===== src/rtl/tblx_pkg.sv =====
package tblx_pkg;

    localparam int OPC_W = 16;

    typedef enum logic [1:0] {
        MODE_HOLD    = 2'b00,
        MODE_POSTINC = 2'b01,
        MODE_POSTDEC = 2'b10,
        MODE_PREINC  = 2'b11
    } ptr_mode_e;

    typedef enum logic [1:0] {
        PH_IDLE   = 2'b00,
        PH_ACCESS = 2'b01,
        PH_FINISH = 2'b10
    } phase_e;

    typedef struct packed {
        logic      hit;
        logic      is_write;
        ptr_mode_e mode;
    } tbl_op_t;

    // Table codes are 0x0008..0x000F: all upper bits zero, bit 3 set.
    function automatic tbl_op_t decode_op(input logic [OPC_W-1:0] code);
        tbl_op_t r;
        r.hit      = (code[OPC_W-1:3] == {{(OPC_W-4){1'b0}}, 1'b1});
        r.is_write = code[2];
        r.mode     = ptr_mode_e'(code[1:0]);
        return r;
    endfunction

endpackage


===== src/rtl/tblx_seq.sv =====
module tblx_seq
    import tblx_pkg::*;
(
    input  logic      clk,
    input  logic      rst,
    input  logic      start_req,
    input  tbl_op_t   dec,
    output phase_e    phase,
    output logic      accept,
    output logic      cur_write,
    output ptr_mode_e cur_mode
);

    phase_e phase_q;
    phase_e phase_d;

    assign accept = (phase_q == PH_IDLE) && start_req;
    assign phase  = phase_q;

    always_comb begin
        phase_d = phase_q;
        unique case (phase_q)
            PH_IDLE:   if (start_req) phase_d = PH_ACCESS;
            PH_ACCESS: phase_d = PH_FINISH;
            PH_FINISH: phase_d = PH_IDLE;
            default:   phase_d = PH_IDLE;
        endcase
    end

    always_ff @(posedge clk) begin
        if (rst) begin
            phase_q   <= PH_IDLE;
            cur_write <= 1'b0;
            cur_mode  <= MODE_HOLD;
        end else begin
            phase_q <= phase_d;
            if (accept) begin
                cur_write <= dec.is_write;
                cur_mode  <= dec.mode;
            end
        end
    end

    // the access cycle is always followed by the finishing cycle
    p_access_then_finish_r3: assert property (@(posedge clk) disable iff (rst)
        (phase_q == PH_ACCESS) |=> (phase_q == PH_FINISH));

    // the finishing cycle always returns to idle
    p_finish_then_idle_r3: assert property (@(posedge clk) disable iff (rst)
        (phase_q == PH_FINISH) |=> (phase_q == PH_IDLE));

    // the captured operation does not change while busy
    p_op_held_r10: assert property (@(posedge clk) disable iff (rst)
        (phase_q == PH_ACCESS) |=> ($stable(cur_write) && $stable(cur_mode)));

endmodule


===== src/rtl/tblx_ptr.sv =====
module tblx_ptr
    import tblx_pkg::*;
#(
    parameter int PTR_W = 21
) (
    input  logic             clk,
    input  logic             rst,
    input  logic             accept,
    input  ptr_mode_e        new_mode,
    input  logic             in_access,
    input  logic             finish,
    input  ptr_mode_e        cur_mode,
    input  logic             load_en,
    input  logic [PTR_W-1:0] load_val,
    output logic [PTR_W-1:0] ptr_q
);

    localparam logic [PTR_W-1:0] ONE = PTR_W'(1);

    logic [PTR_W-1:0] ptr_d;

    always_comb begin
        ptr_d = ptr_q;
        if (accept) begin
            if (new_mode == MODE_PREINC) ptr_d = ptr_q + ONE;
        end else if (finish) begin
            unique case (cur_mode)
                MODE_POSTINC: ptr_d = ptr_q + ONE;
                MODE_POSTDEC: ptr_d = ptr_q - ONE;
                default:      ptr_d = ptr_q;
            endcase
        end else if (load_en) begin
            ptr_d = load_val;
        end
    end

    always_ff @(posedge clk) begin
        if (rst) ptr_q <= '0;
        else     ptr_q <= ptr_d;
    end

    // pre-increment takes effect at the accepting edge, modulo 2^PTR_W
    p_preinc_early_r8: assert property (@(posedge clk) disable iff (rst)
        (accept && new_mode == MODE_PREINC) |=> (ptr_q == $past(ptr_q) + ONE));

    // no pointer movement between the request cycle and the finishing cycle
    p_hold_in_access_r7: assert property (@(posedge clk) disable iff (rst)
        in_access |=> $stable(ptr_q));

    // hold mode never moves the pointer at completion
    p_hold_mode_r6: assert property (@(posedge clk) disable iff (rst)
        (finish && cur_mode == MODE_HOLD) |=> $stable(ptr_q));

endmodule


===== src/rtl/tblx_latch.sv =====
module tblx_latch #(
    parameter int DATA_W = 8
) (
    input  logic              clk,
    input  logic              rst,
    input  logic              rd_done,
    input  logic [DATA_W-1:0] rd_data,
    input  logic              load_en,
    input  logic [DATA_W-1:0] load_val,
    output logic [DATA_W-1:0] latch_q
);

    always_ff @(posedge clk) begin
        if (rst)          latch_q <= '0;
        else if (rd_done) latch_q <= rd_data;
        else if (load_en) latch_q <= load_val;
    end

    // a completed read leaves the returned byte in the latch
    p_read_capture_r4: assert property (@(posedge clk) disable iff (rst)
        rd_done |=> (latch_q == $past(rd_data)));

endmodule


===== src/rtl/tblx_unit.sv =====
module tblx_unit
    import tblx_pkg::*;
#(
    parameter int PTR_W  = 21,
    parameter int DATA_W = 8
) (
    input  logic              clk,
    input  logic              rst,
    input  logic              op_valid,
    input  logic [15:0]       op_code,
    input  logic              ptr_load,
    input  logic [PTR_W-1:0]  ptr_load_val,
    input  logic              latch_load,
    input  logic [DATA_W-1:0] latch_load_val,
    input  logic [DATA_W-1:0] mem_rdata,
    output logic              busy,
    output logic [PTR_W-1:0]  ptr_q,
    output logic [DATA_W-1:0] latch_q,
    output logic              mem_req,
    output logic              mem_we,
    output logic [PTR_W-1:0]  mem_addr,
    output logic [DATA_W-1:0] mem_wdata
);

    tbl_op_t   dec;
    phase_e    phase;
    logic      accept;
    logic      cur_write;
    ptr_mode_e cur_mode;
    logic      idle_load_ok;
    logic      finish;

    assign dec = decode_op(op_code);

    tblx_seq u_seq (
        .clk       (clk),
        .rst       (rst),
        .start_req (op_valid && dec.hit),
        .dec       (dec),
        .phase     (phase),
        .accept    (accept),
        .cur_write (cur_write),
        .cur_mode  (cur_mode)
    );

    assign busy         = (phase != PH_IDLE);
    assign finish       = (phase == PH_FINISH);
    assign idle_load_ok = !busy && !accept;

    tblx_ptr #(.PTR_W(PTR_W)) u_ptr (
        .clk       (clk),
        .rst       (rst),
        .accept    (accept),
        .new_mode  (dec.mode),
        .in_access (phase == PH_ACCESS),
        .finish    (finish),
        .cur_mode  (cur_mode),
        .load_en   (ptr_load && idle_load_ok),
        .load_val  (ptr_load_val),
        .ptr_q     (ptr_q)
    );

    tblx_latch #(.DATA_W(DATA_W)) u_latch (
        .clk      (clk),
        .rst      (rst),
        .rd_done  (finish && !cur_write),
        .rd_data  (mem_rdata),
        .load_en  (latch_load && idle_load_ok),
        .load_val (latch_load_val),
        .latch_q  (latch_q)
    );

    assign mem_req   = (phase == PH_ACCESS);
    assign mem_we    = mem_req && cur_write;
    assign mem_addr  = ptr_q;
    assign mem_wdata = latch_q;

    // no memory traffic while idle
    p_idle_quiet_r2: assert property (@(posedge clk) disable iff (rst)
        !busy |-> !mem_req);

    // a request is followed by a busy cycle without a request
    p_req_single_r3: assert property (@(posedge clk) disable iff (rst)
        mem_req |=> (busy && !mem_req));

    // a write never disturbs the latch through the end of the access
    p_write_keeps_latch_r5: assert property (@(posedge clk) disable iff (rst)
        (mem_req && mem_we) |=> $stable(latch_q));

endmodule


===== config.mk =====
export PLATFORM = sky130hd
export DESIGN_NAME = tblx_unit
export DESIGN_NICKNAME = d
export VERILOG_FILES = /design/src/rtl/tblx_pkg.sv /design/src/rtl/tblx_seq.sv /design/src/rtl/tblx_ptr.sv /design/src/rtl/tblx_latch.sv /design/src/rtl/tblx_unit.sv
export SDC_FILE = /design/constraint.sdc
export NUM_CORES = 1
export LEC_CHECK = 0
export BUFFER_PORTS_ARGS = -buffer_cell sky130_fd_sc_hd__buf_2
export CORE_UTILIZATION = 46
export DETAILED_ROUTE_END_ITERATION = 6
export GPL_TIMING_DRIVEN = 0
export PLACE_DENSITY = 0.83
export SYNTH_ARGS = -nofsm -noshare
export SYNTH_HDL_FRONTEND = slang
export SYNTH_HIERARCHICAL = 1
export SYNTH_SLANG_ARGS = --single-unit

===== constraint.sdc =====
create_clock -name clk -period 3.4 [get_ports clk]
set_clock_uncertainty 0.05 [all_clocks]
set_input_delay 0.51 -clock clk [delete_from_list [all_inputs] [get_ports clk]]
set_output_delay 0.51 -clock clk [all_outputs]
set_load 0.005 [all_outputs]

==> results.toml, run 1 <==
[floorplanning]
rows = 29
dieHeight_microns = 84.8
initial_core_util = 0.486
dieArea_sq_mm = 0.00720
dieWidth_microns = 84.8
io_pins = 119
core_area_sq_mm = 0.00649

[sta]
fin_setup_tns_ns = 0
hold_slack_ns = 0.439
tightest_slew_ns = 0.716
slew_headroom = 0.519
finalCritPeriodShare = 0.972
setup_viol = 0
finalHoldViolations = 0
max_freq_ghz = 0.303
period_needed_ns = 3.30
report.final.slew_viol_count = 0

[synthesis]
netlist_area_sq_mm = 0.00316
synth_fp_nets = 485
synth_area_per_cell_sq_um = 7.45
syn_inst = 424
ys_warn_count = 6

[cts]
numClockSinks = 34
cts_buffer_depth = 2
numCtsBuffers = 5
cts_hold_buf = 0
root_buffer = "clkbuf_8"
path_clk_slew_ns = 0.07
cts_tree = "done"
clk_latency_ns = 0.30
htreeDepth = 2

[power]
vdd_ir_drop_max_mv = 0.180
powerDensity_mw_per_mm2 = 266
cellLeakagePower_uw = 0.00175

[setup_path]
endpoint_kind = "register"
cp_max_fo = 10
worstReg2RegEnd = "u_ptr/ptr_q[14]"
worstSetupPathType = "in2reg"
cp.required_ns = 3.54
worst-r2r-cell-count = 8
r2r-start = "u_seq/phase[1]"
start_kind = "primary input"
critPathArrivalTime_ns = 3.44
ff2ff_setup_slack_ns = 0.41

[final_layout]
final_util = 0.613
fin_nets = 612
regArea_sq_um = 681
fillCellCount = 600
antennaDiodeCount = 0
drive_gt1_frac = 0.346
multi_input_area_sq_mm = 0.00208
area_delta_synth_final_pct = 26.2

[global_routing]
use_met3 = 0.0584
grt_most_used_layer = "met2"
grt_use_met1 = 0.399
grt_max_degree = 12
grt_pass1_vias = 3528
overflow = 0
grt_usage = 0.301
grt_pass1_wl_mm = 17.2
antenna_found_initial = 0
grt_util_met2 = 0.478

[hold_path]
min-delay-start = "u_seq/cur_mode[1]"
worstHoldPathCells = 2
min_delay_worst_endpoint = "u_seq/cur_mode[1]"
hold_class = "reg2reg"

[route]
via_count = 3915
drcViolationCount = 6
vias_per_cell = 6.22
drt-total-wl_mm = 11.2
antenna_left = 0
wl_per_cell_microns = 17.8
drt_iter0_markers = 513
firstDrtPassIters = 7

[job]
cap_violations = 0

[run_status]
status = "finished, violations left"
violations = "design-rule violations"

[placement]
dp_hpwl_mm = 8.07
gp_congestion = 0.987
numPortBuffers = 118
report_power, final:
part / internal, uW / switching (uW) / total (uW)
Sequential: 419 / 28.1 / 447
Clock: 163 / 165 / 328
Combinational: 141 / 144 / 285
worst max-delay path, cell delays in order:
cell and delay [ns]:
buf_2 0.10, or4b_1 0.53, nor4_2 0.35, nor3b_4 0.31, clkbuf_2 0.26, o31a_1 0.17
clkbuf_1 0.36, buf_2 0.36, o21ai_0 0.16, a221oi_1 0.34
worst max-delay path by stage:
stage	slack [ns]	cells past startpoint	startpoint	end
after global placement	-0.68	12	op_code[4]	u_ptr/ptr_q[19]
after global routing	-0.08	9	op_code[4]	u_ptr/ptr_q[16]
after CTS	0.005	12	op_code[4]	u_ptr/ptr_q[20]
final	0.1	10	op_code[4]	u_ptr/ptr_q[14]
after detailed placement	-0.80	12	op_code[4]	u_ptr/ptr_q[19]
after floorplan	0.10	11	op_code[4]	u_ptr/ptr_q[19]
area by class of cell:
type	count	area share
Clock buffer	6	0.0207
Sequential cell	34	0.171
Multi-Input combinational cell	313	0.522
Clock inverter	2	0.00314
Inverter	13	0.0123
Timing Repair Buffer	120	0.152
Tap cell	77	0.0242
Buffer	64	0.0952
repair_timing:
| item | CTS | global route |
|---|---|---|
| setup endpoints to repair | 19 | 19 |
| gates resized for setup | 8 | 5 |
| setup buffers | 0 | 2 |
| hold endpoints to repair | 0 | 0 |
sequential cells by signal, indices dropped and copies added (netlist names):
register	flops
u_latch/latch_q	8
u_ptr/ptr_q	21
u_seq/cur_mode	2
u_seq/cur_write	1
u_seq/phase	2
stage by stage:
| step | std cells | area (sq um) | total power [uW] | setup slack, ns |
|---|---|---|---|---|
| finish | 629 | 3980 | 1060 | 0.0952 |
| global route | 629 | 3980 | 1100 | -0.0802 |
| CTS | 627 | 3960 | 1050 | 0.00516 |
| detailed placement | 619 | 3840 | 731 | -0.796 |
| global placement | 619 | 3840 | 725 | -0.680 |
| floorplan | 424 | 3160 | 617 | 0.100 |
metal layers:
metal  up-vias  part of all wire  wire length, microns
met2       275              0.46                  5170
met3        39              0.11                  1180
met5         -                 0                     0
met1      1785              0.40                  4520
met4         0             0.028                   314
li1       1816                 -                     -
layout by cell type (no fill, tap or decap), drive strengths merged, types with 17 or more instances in the layout:
master	instances
buf	161
dfxtp	34
nand2	33
clkbuf	29
a21oi	25
nor2	21
o21ai	18
nor2b	17
Power figures use the tool's default switching activity.
==> inputs of run 2 (changes only) <==
--- a/config.mk
+++ b/config.mk
@@ -6,10 +6,10 @@
 export NUM_CORES = 1
 export LEC_CHECK = 0
 export BUFFER_PORTS_ARGS = -buffer_cell sky130_fd_sc_hd__buf_2
-export CORE_UTILIZATION = 46
+export CORE_UTILIZATION = 36
 export DETAILED_ROUTE_END_ITERATION = 6
 export GPL_TIMING_DRIVEN = 0
-export PLACE_DENSITY = 0.83
+export PLACE_DENSITY = 0.69
 export SYNTH_ARGS = -nofsm -noshare
 export SYNTH_HDL_FRONTEND = slang
 export SYNTH_HIERARCHICAL = 1
==> run 2 against run 1 <==
Effect of this change: global-route usage fell by 6.1 points; via count shrank 0.82%; final area grew 0.60%; cell count is 4.3% higher; critical path depth is 2 higher; sequential power hardly changed; clock-buffer cell count increased by 1; the run now ends clean; first-iteration DRC count decreased by 16%; routed wire length rose by 0.73%; utilization fell by 13 points; fmax up 1.5%; non-clock buffer count decreased by 1.
==> results.toml, run 2 (synthesized netlist as in run 1, its figures left out) <==
[cts]
cts_buffer_depth = 2
root_buffer = "clkbuf_8"
cts_hold_buf = 0
cts_tree = "done"
clk_latency_ns = 0.29
path_clk_slew_ns = 0.07
numCtsBuffers = 5
htreeDepth = 2
numClockSinks = 34

[setup_path]
start_kind = "primary input"
r2r-start = "u_seq/phase[1]"
cp_max_fo = 10
critPathArrivalTime_ns = 3.34
worstSetupPathType = "in2reg"
ff2ff_setup_slack_ns = 0.48
endpoint_kind = "register"
cp.required_ns = 3.48
worst-r2r-cell-count = 8
cp-endpoint = "u_ptr/ptr_q[20]"
worstReg2RegEnd = "u_ptr/ptr_q[4]"
crit_start = "op_code[4]"

[route]
wl_met1_mm = 4.59
dr_wl_met2_mm = 5.06
drt_iter0_markers = 433
wl_per_cell_microns = 17.2
drt-total-wl_mm = 11.3
dr_wl_met3_mm = 1.32
highest_layer = "met4"
drcViolationCount = 0
vias_per_cell = 5.92
antenna_left = 0
via_count = 3883
firstDrtPassIters = 6

[sta]
fin_setup_tns_ns = 0
finalHoldViolations = 0
finalCritPeriodShare = 0.958
slew_headroom = 0.512
setup_viol = 0
period_needed_ns = 3.26
max_freq_ghz = 0.307
rsz0062_at_grt = "false"
tightest_slew_ns = 0.729
report.final.slew_viol_count = 0

[global_routing]
grt_pass1_wl_mm = 16.8
grt_max_degree = 11
grt_pass1_vias = 3369
overflow = 0
grt_usage = 0.240
antenna_found_initial = 0

[final_layout]
layout_commonest_cell = "buf_2"
multi_input_area_sq_mm = 0.00208
largest_reg_flops = 21
area_delta_synth_final_pct = 26.9
final_cell_mix = "123 x buf_2, 34 x dfxtp_1, 33 x nand2_1"
fin_nets = 611
antennaDiodeCount = 0
top_regs = "u_ptr/ptr_q x21, u_latch/latch_q x8"
largest-register = "u_ptr/ptr_q"
regArea_sq_um = 681
drive_gt1_frac = 0.343
design_area_sq_mm = 0.00401
fillCellCount = 872

[floorplanning]
dieArea_sq_mm = 0.00915
dieWidth_microns = 95.6
initial_core_util = 0.378
io_pins = 119
core_area_sq_mm = 0.00834
rows = 33
dieHeight_microns = 95.6

[run_status]
status = "finished clean"

[power]
vdd_ir_drop_max_mv = 0.118
p_switching_uw = 327
p_int_uw = 724
powerDensity_mw_per_mm2 = 262
combPwrFrac = 0.269
swShare = 0.311
cellLeakagePower_uw = 0.00175
p_clk_frac = 0.306
share_seq_of_total_power = 0.425

[job]
cap_violations = 0

[hold_path]
hold_class = "reg2reg"
min-delay-start = "u_seq/cur_mode[1]"

[placement]
gp_congestion = 0.960
numPortBuffers = 118
placed_area_sq_mm = 0.00388
dp_hpwl_mm = 8.26
==> run 2: area by class of cell <==
cell class	instances	area share
buffer	64	0.0946
inverter	13	0.0122
multi-input combinational	313	0.518
clock buffer	7	0.0215
clock inverter	1	0.00125
timing repair buffer	119	0.149
tap	105	0.0328
sequential	34	0.170
==> run 2: power groups by stage <==
| stage | registers [uW] | clock network [uW] | logic, uW |
|---|---|---|---|
| after floorplan | 452 | 0 | 165 |
| after global placement | 456 | 0 | 275 |
| after detailed placement | 457 | 0 | 275 |
| after CTS | 448 | 331 | 278 |
| after global routing | 452 | 348 | 311 |
| final | 447 | 322 | 283 |
==> run 2: worst min path at each step <==
stage	endpoint	slack, ns	cells past startpoint
CTS	u_seq/cur_write	0.44	2
detailed placement	u_seq/cur_write	0.43	2
floorplan	u_seq/cur_mode[0]	0.40	2
finish	u_seq/cur_mode[1]	0.44	2
global placement	u_seq/cur_mode[0]	0.41	2
global route	u_seq/cur_write	0.46	3
==> run 2: repair_timing <==
item,CTS,global route
buffers inserted,1,0
gates resized for setup,6,7
endpoints found under the setup margin,21,14
gates cloned,0,0
==> run 2: worst max-delay path, stage by stage <==
cell      delay, ns
buf_2          0.09
or4b_1         0.53
nor4_2         0.31
nor3b_4        0.28
nor3_1         0.08
and2_1         0.17
nor2b_1        0.16
o31a_1         0.26
clkbuf_1       0.23
clkbuf_2       0.30
a32oi_1        0.26
a41oi_1        0.14
==> run 2: routing by layer <==
| layer | track usage | vias to the layer above |
|---|---|---|
| met5 | 0 | - |
| met4 | 0.0871 | 0 |
| met3 | 0.0335 | 36 |
| met2 | 0.409 | 289 |
| met1 | 0.307 | 1734 |
| li1 | - | 1824 |
==> run 2: per-stage QoR <==
stage          utilization  instances  hold WS [ns]  power, uW  setup WS [ns]
2_1_floorplan            -        424         0.398        617          0.100
3_3_place_gp         0.465        647         0.411        731         -0.755
3_5_place_dp         0.465        647         0.431        732         -0.853
4_1_cts              0.479        656         0.445       1060         0.0162
5_1_grt              0.480        656         0.459       1110         0.0209
6_report             0.480        656         0.438       1050          0.143
==> inputs of run 3 (changes only) <==
--- a/config.mk
+++ b/config.mk
@@ -6,6 +6,7 @@
 export NUM_CORES = 1
 export LEC_CHECK = 0
 export BUFFER_PORTS_ARGS = -buffer_cell sky130_fd_sc_hd__buf_2
+export CORE_MARGIN = 3
 export CORE_UTILIZATION = 36
 export DETAILED_ROUTE_END_ITERATION = 6
 export GPL_TIMING_DRIVEN = 0
==> run 3 against run 2 <==
Effect of this change: sequential power barely moved; global-route usage shrank 1.7 points; largest power group is now clock; non-clock buffer count unchanged; sequential cell count unchanged; clock-buffer cell count is 2 lower; clock power rose by 44%; critical path depth unchanged; largest cell class unchanged.
==> results.toml, run 3 (synthesized netlist as in run 1, its figures left out) <==
[sta]
fin_setup_tns_ns = 0
finalHoldViolations = 0
layout_setup_ws_ns = 0.0708
tightest_slew_ns = 0.701
max_freq_ghz = 0.300
rsz0062_at_grt = "true"
finalCritPeriodShare = 0.979
period_needed_ns = 3.33
setup_viol = 0
slew_headroom = 0.531
report.final.slew_viol_count = 0

[floorplanning]
dieHeight_microns = 99.6
io_pins = 119
rows = 33
core_area_sq_mm = 0.00838
initial_core_util = 0.377
dieArea_sq_mm = 0.00993
dieWidth_microns = 99.6

[power]
share_seq_of_total_power = 0.374
vdd_ir_drop_max_mv = 0.148
p_switching_uw = 341
finalPower_uw = 1200
cellLeakagePower_uw = 0.00177
swShare = 0.285
combPwrFrac = 0.237
powerDensity_mw_per_mm2 = 294
p_int_uw = 854
p_clk_frac = 0.389

[route]
drcViolationCount = 0
firstDrtPassIters = 5
drt_iter0_markers = 354
vias_per_cell = 5.84
via_count = 3830
wl_per_cell_microns = 17.4
drt-total-wl_mm = 11.4
antenna_left = 0

[final_layout]
top_regs = "u_ptr/ptr_q x21, u_latch/latch_q x8"
largest_reg_flops = 21
antennaDiodeCount = 0
area_delta_synth_final_pct = 28.6
drive_gt1_frac = 0.348
final_cell_mix = "123 x buf_2, 34 x dfxtp_1, 33 x nand2_1"
instances_no_fill = 656
largest-register = "u_ptr/ptr_q"
layout_commonest_cell = "buf_2"
fin_nets = 611

[cts]
root_buffer = "clkbuf_8"
cts_hold_buf = 0
numCtsBuffers = 5
path_clk_slew_ns = 0.08
numClockSinks = 34
cts_buffer_depth = 2
htreeDepth = 2
clk_latency_ns = 0.29
cts_tree = "done"

[setup_path]
cp.required_ns = 3.51
crit_slowest_cell = "or4b_1"
cpPeakStageDelay_ns = 0.53
endpoint_kind = "register"
worstSetupPathType = "in2reg"
start_kind = "primary input"
crit_chain = "buf_2 -> or4b_1 -> nor4_2 -> nor3b_4 -> nor3_1 -> and2_1 -> nor2b_1 -> o31ai_4 -> clkbuf_4 -> a211oi_1 -> o31a_1 -> a221oi_1"
cp_max_fo = 10
critPathArrivalTime_ns = 3.44

[run_status]
status = "finished clean"

[hold_path]
hold_class = "in2reg"

[placement]
post-place-ws_ns = -0.801
dp_hpwl_mm = 8.65
gp_congestion = 0.942
numPortBuffers = 118
dp.cells = 647

[global_routing]
grt_max_degree = 13
grt_pass1_wl_mm = 17.9
antenna_found_initial = 0
overflow = 0
grt_usage = 0.223
grt_pass1_vias = 3567

[job]
cap_violations = 0
run 3: routing by layer:
metal | part of all wire | global-route usage | routed length (microns) | vias to the layer above
met5 | 0 | 0 | 0 | -
met4 | 0.020 | 0.0746 | 225 | 0
met3 | 0.10 | 0.0477 | 1170 | 28
met2 | 0.47 | 0.354 | 5340 | 231
met1 | 0.41 | 0.301 | 4690 | 1751
li1 | - | - | - | 1820
run 3: what timing repair did:
| item | in CTS | in global routing |
|---|---|---|
| gates resized for setup | 8 | 6 |
| buffers inserted | 0 | 2 |
| setup endpoints to repair | 19 | 19 |
run 3: final timing paths:
kind / start / endpoint / slack [ns] / cells after the start
worst max-delay path: op_code[4] / u_ptr/ptr_q[16] / 0.07 / 12
worst min-delay path: op_code[1] / u_seq/cur_mode[1] / 0.43 / 3
worst max register to register: u_seq/phase[1] / u_ptr/ptr_q[4] / 0.60 / 8
worst min register to register: u_seq/cur_mode[1] / u_seq/cur_mode[1] / 0.43 / 2
run 3: critical path: cells and delay by family:
kind | cells | cell delay (ns)
AO/OA/AOI/OAI | 4 | 0.93
buffers and inverters | 2 | 0.42
AND/OR/NAND/NOR | 6 | 1.58
run 3: cell type report:
| type | count | area (sq um) |
|---|---|---|
| Tap cell | 105 | 131 |
| Timing Repair Buffer | 120 | 606 |
| Clock inverter | 3 | 68.8 |
| Clock buffer | 5 | 68.8 |
| Inverter | 13 | 48.8 |
| Multi-Input combinational cell | 313 | 2080 |
| Sequential cell | 34 | 681 |
| Fill cell | 876 | 4320 |
| Buffer | 63 | 378 |
run 3: stage by stage:
step / area [sq um] / util / hold WS (ns)
after floorplan: 3160 / - / 0.398
after global placement: 3880 / 0.463 / 0.412
after detailed placement: 3880 / 0.463 / 0.422
after CTS: 4040 / 0.482 / 0.427
after global routing: 4060 / 0.484 / 0.451
final: 4060 / 0.484 / 0.435
run 3: power groups by stage:
stage,sequential [uW],combinational (uW),clock [uW]
floorplan,452,165,0
global placement,455,274,0
detailed placement,456,278,0
CTS,447,279,471
global route,452,310,484
finish,447,284,465
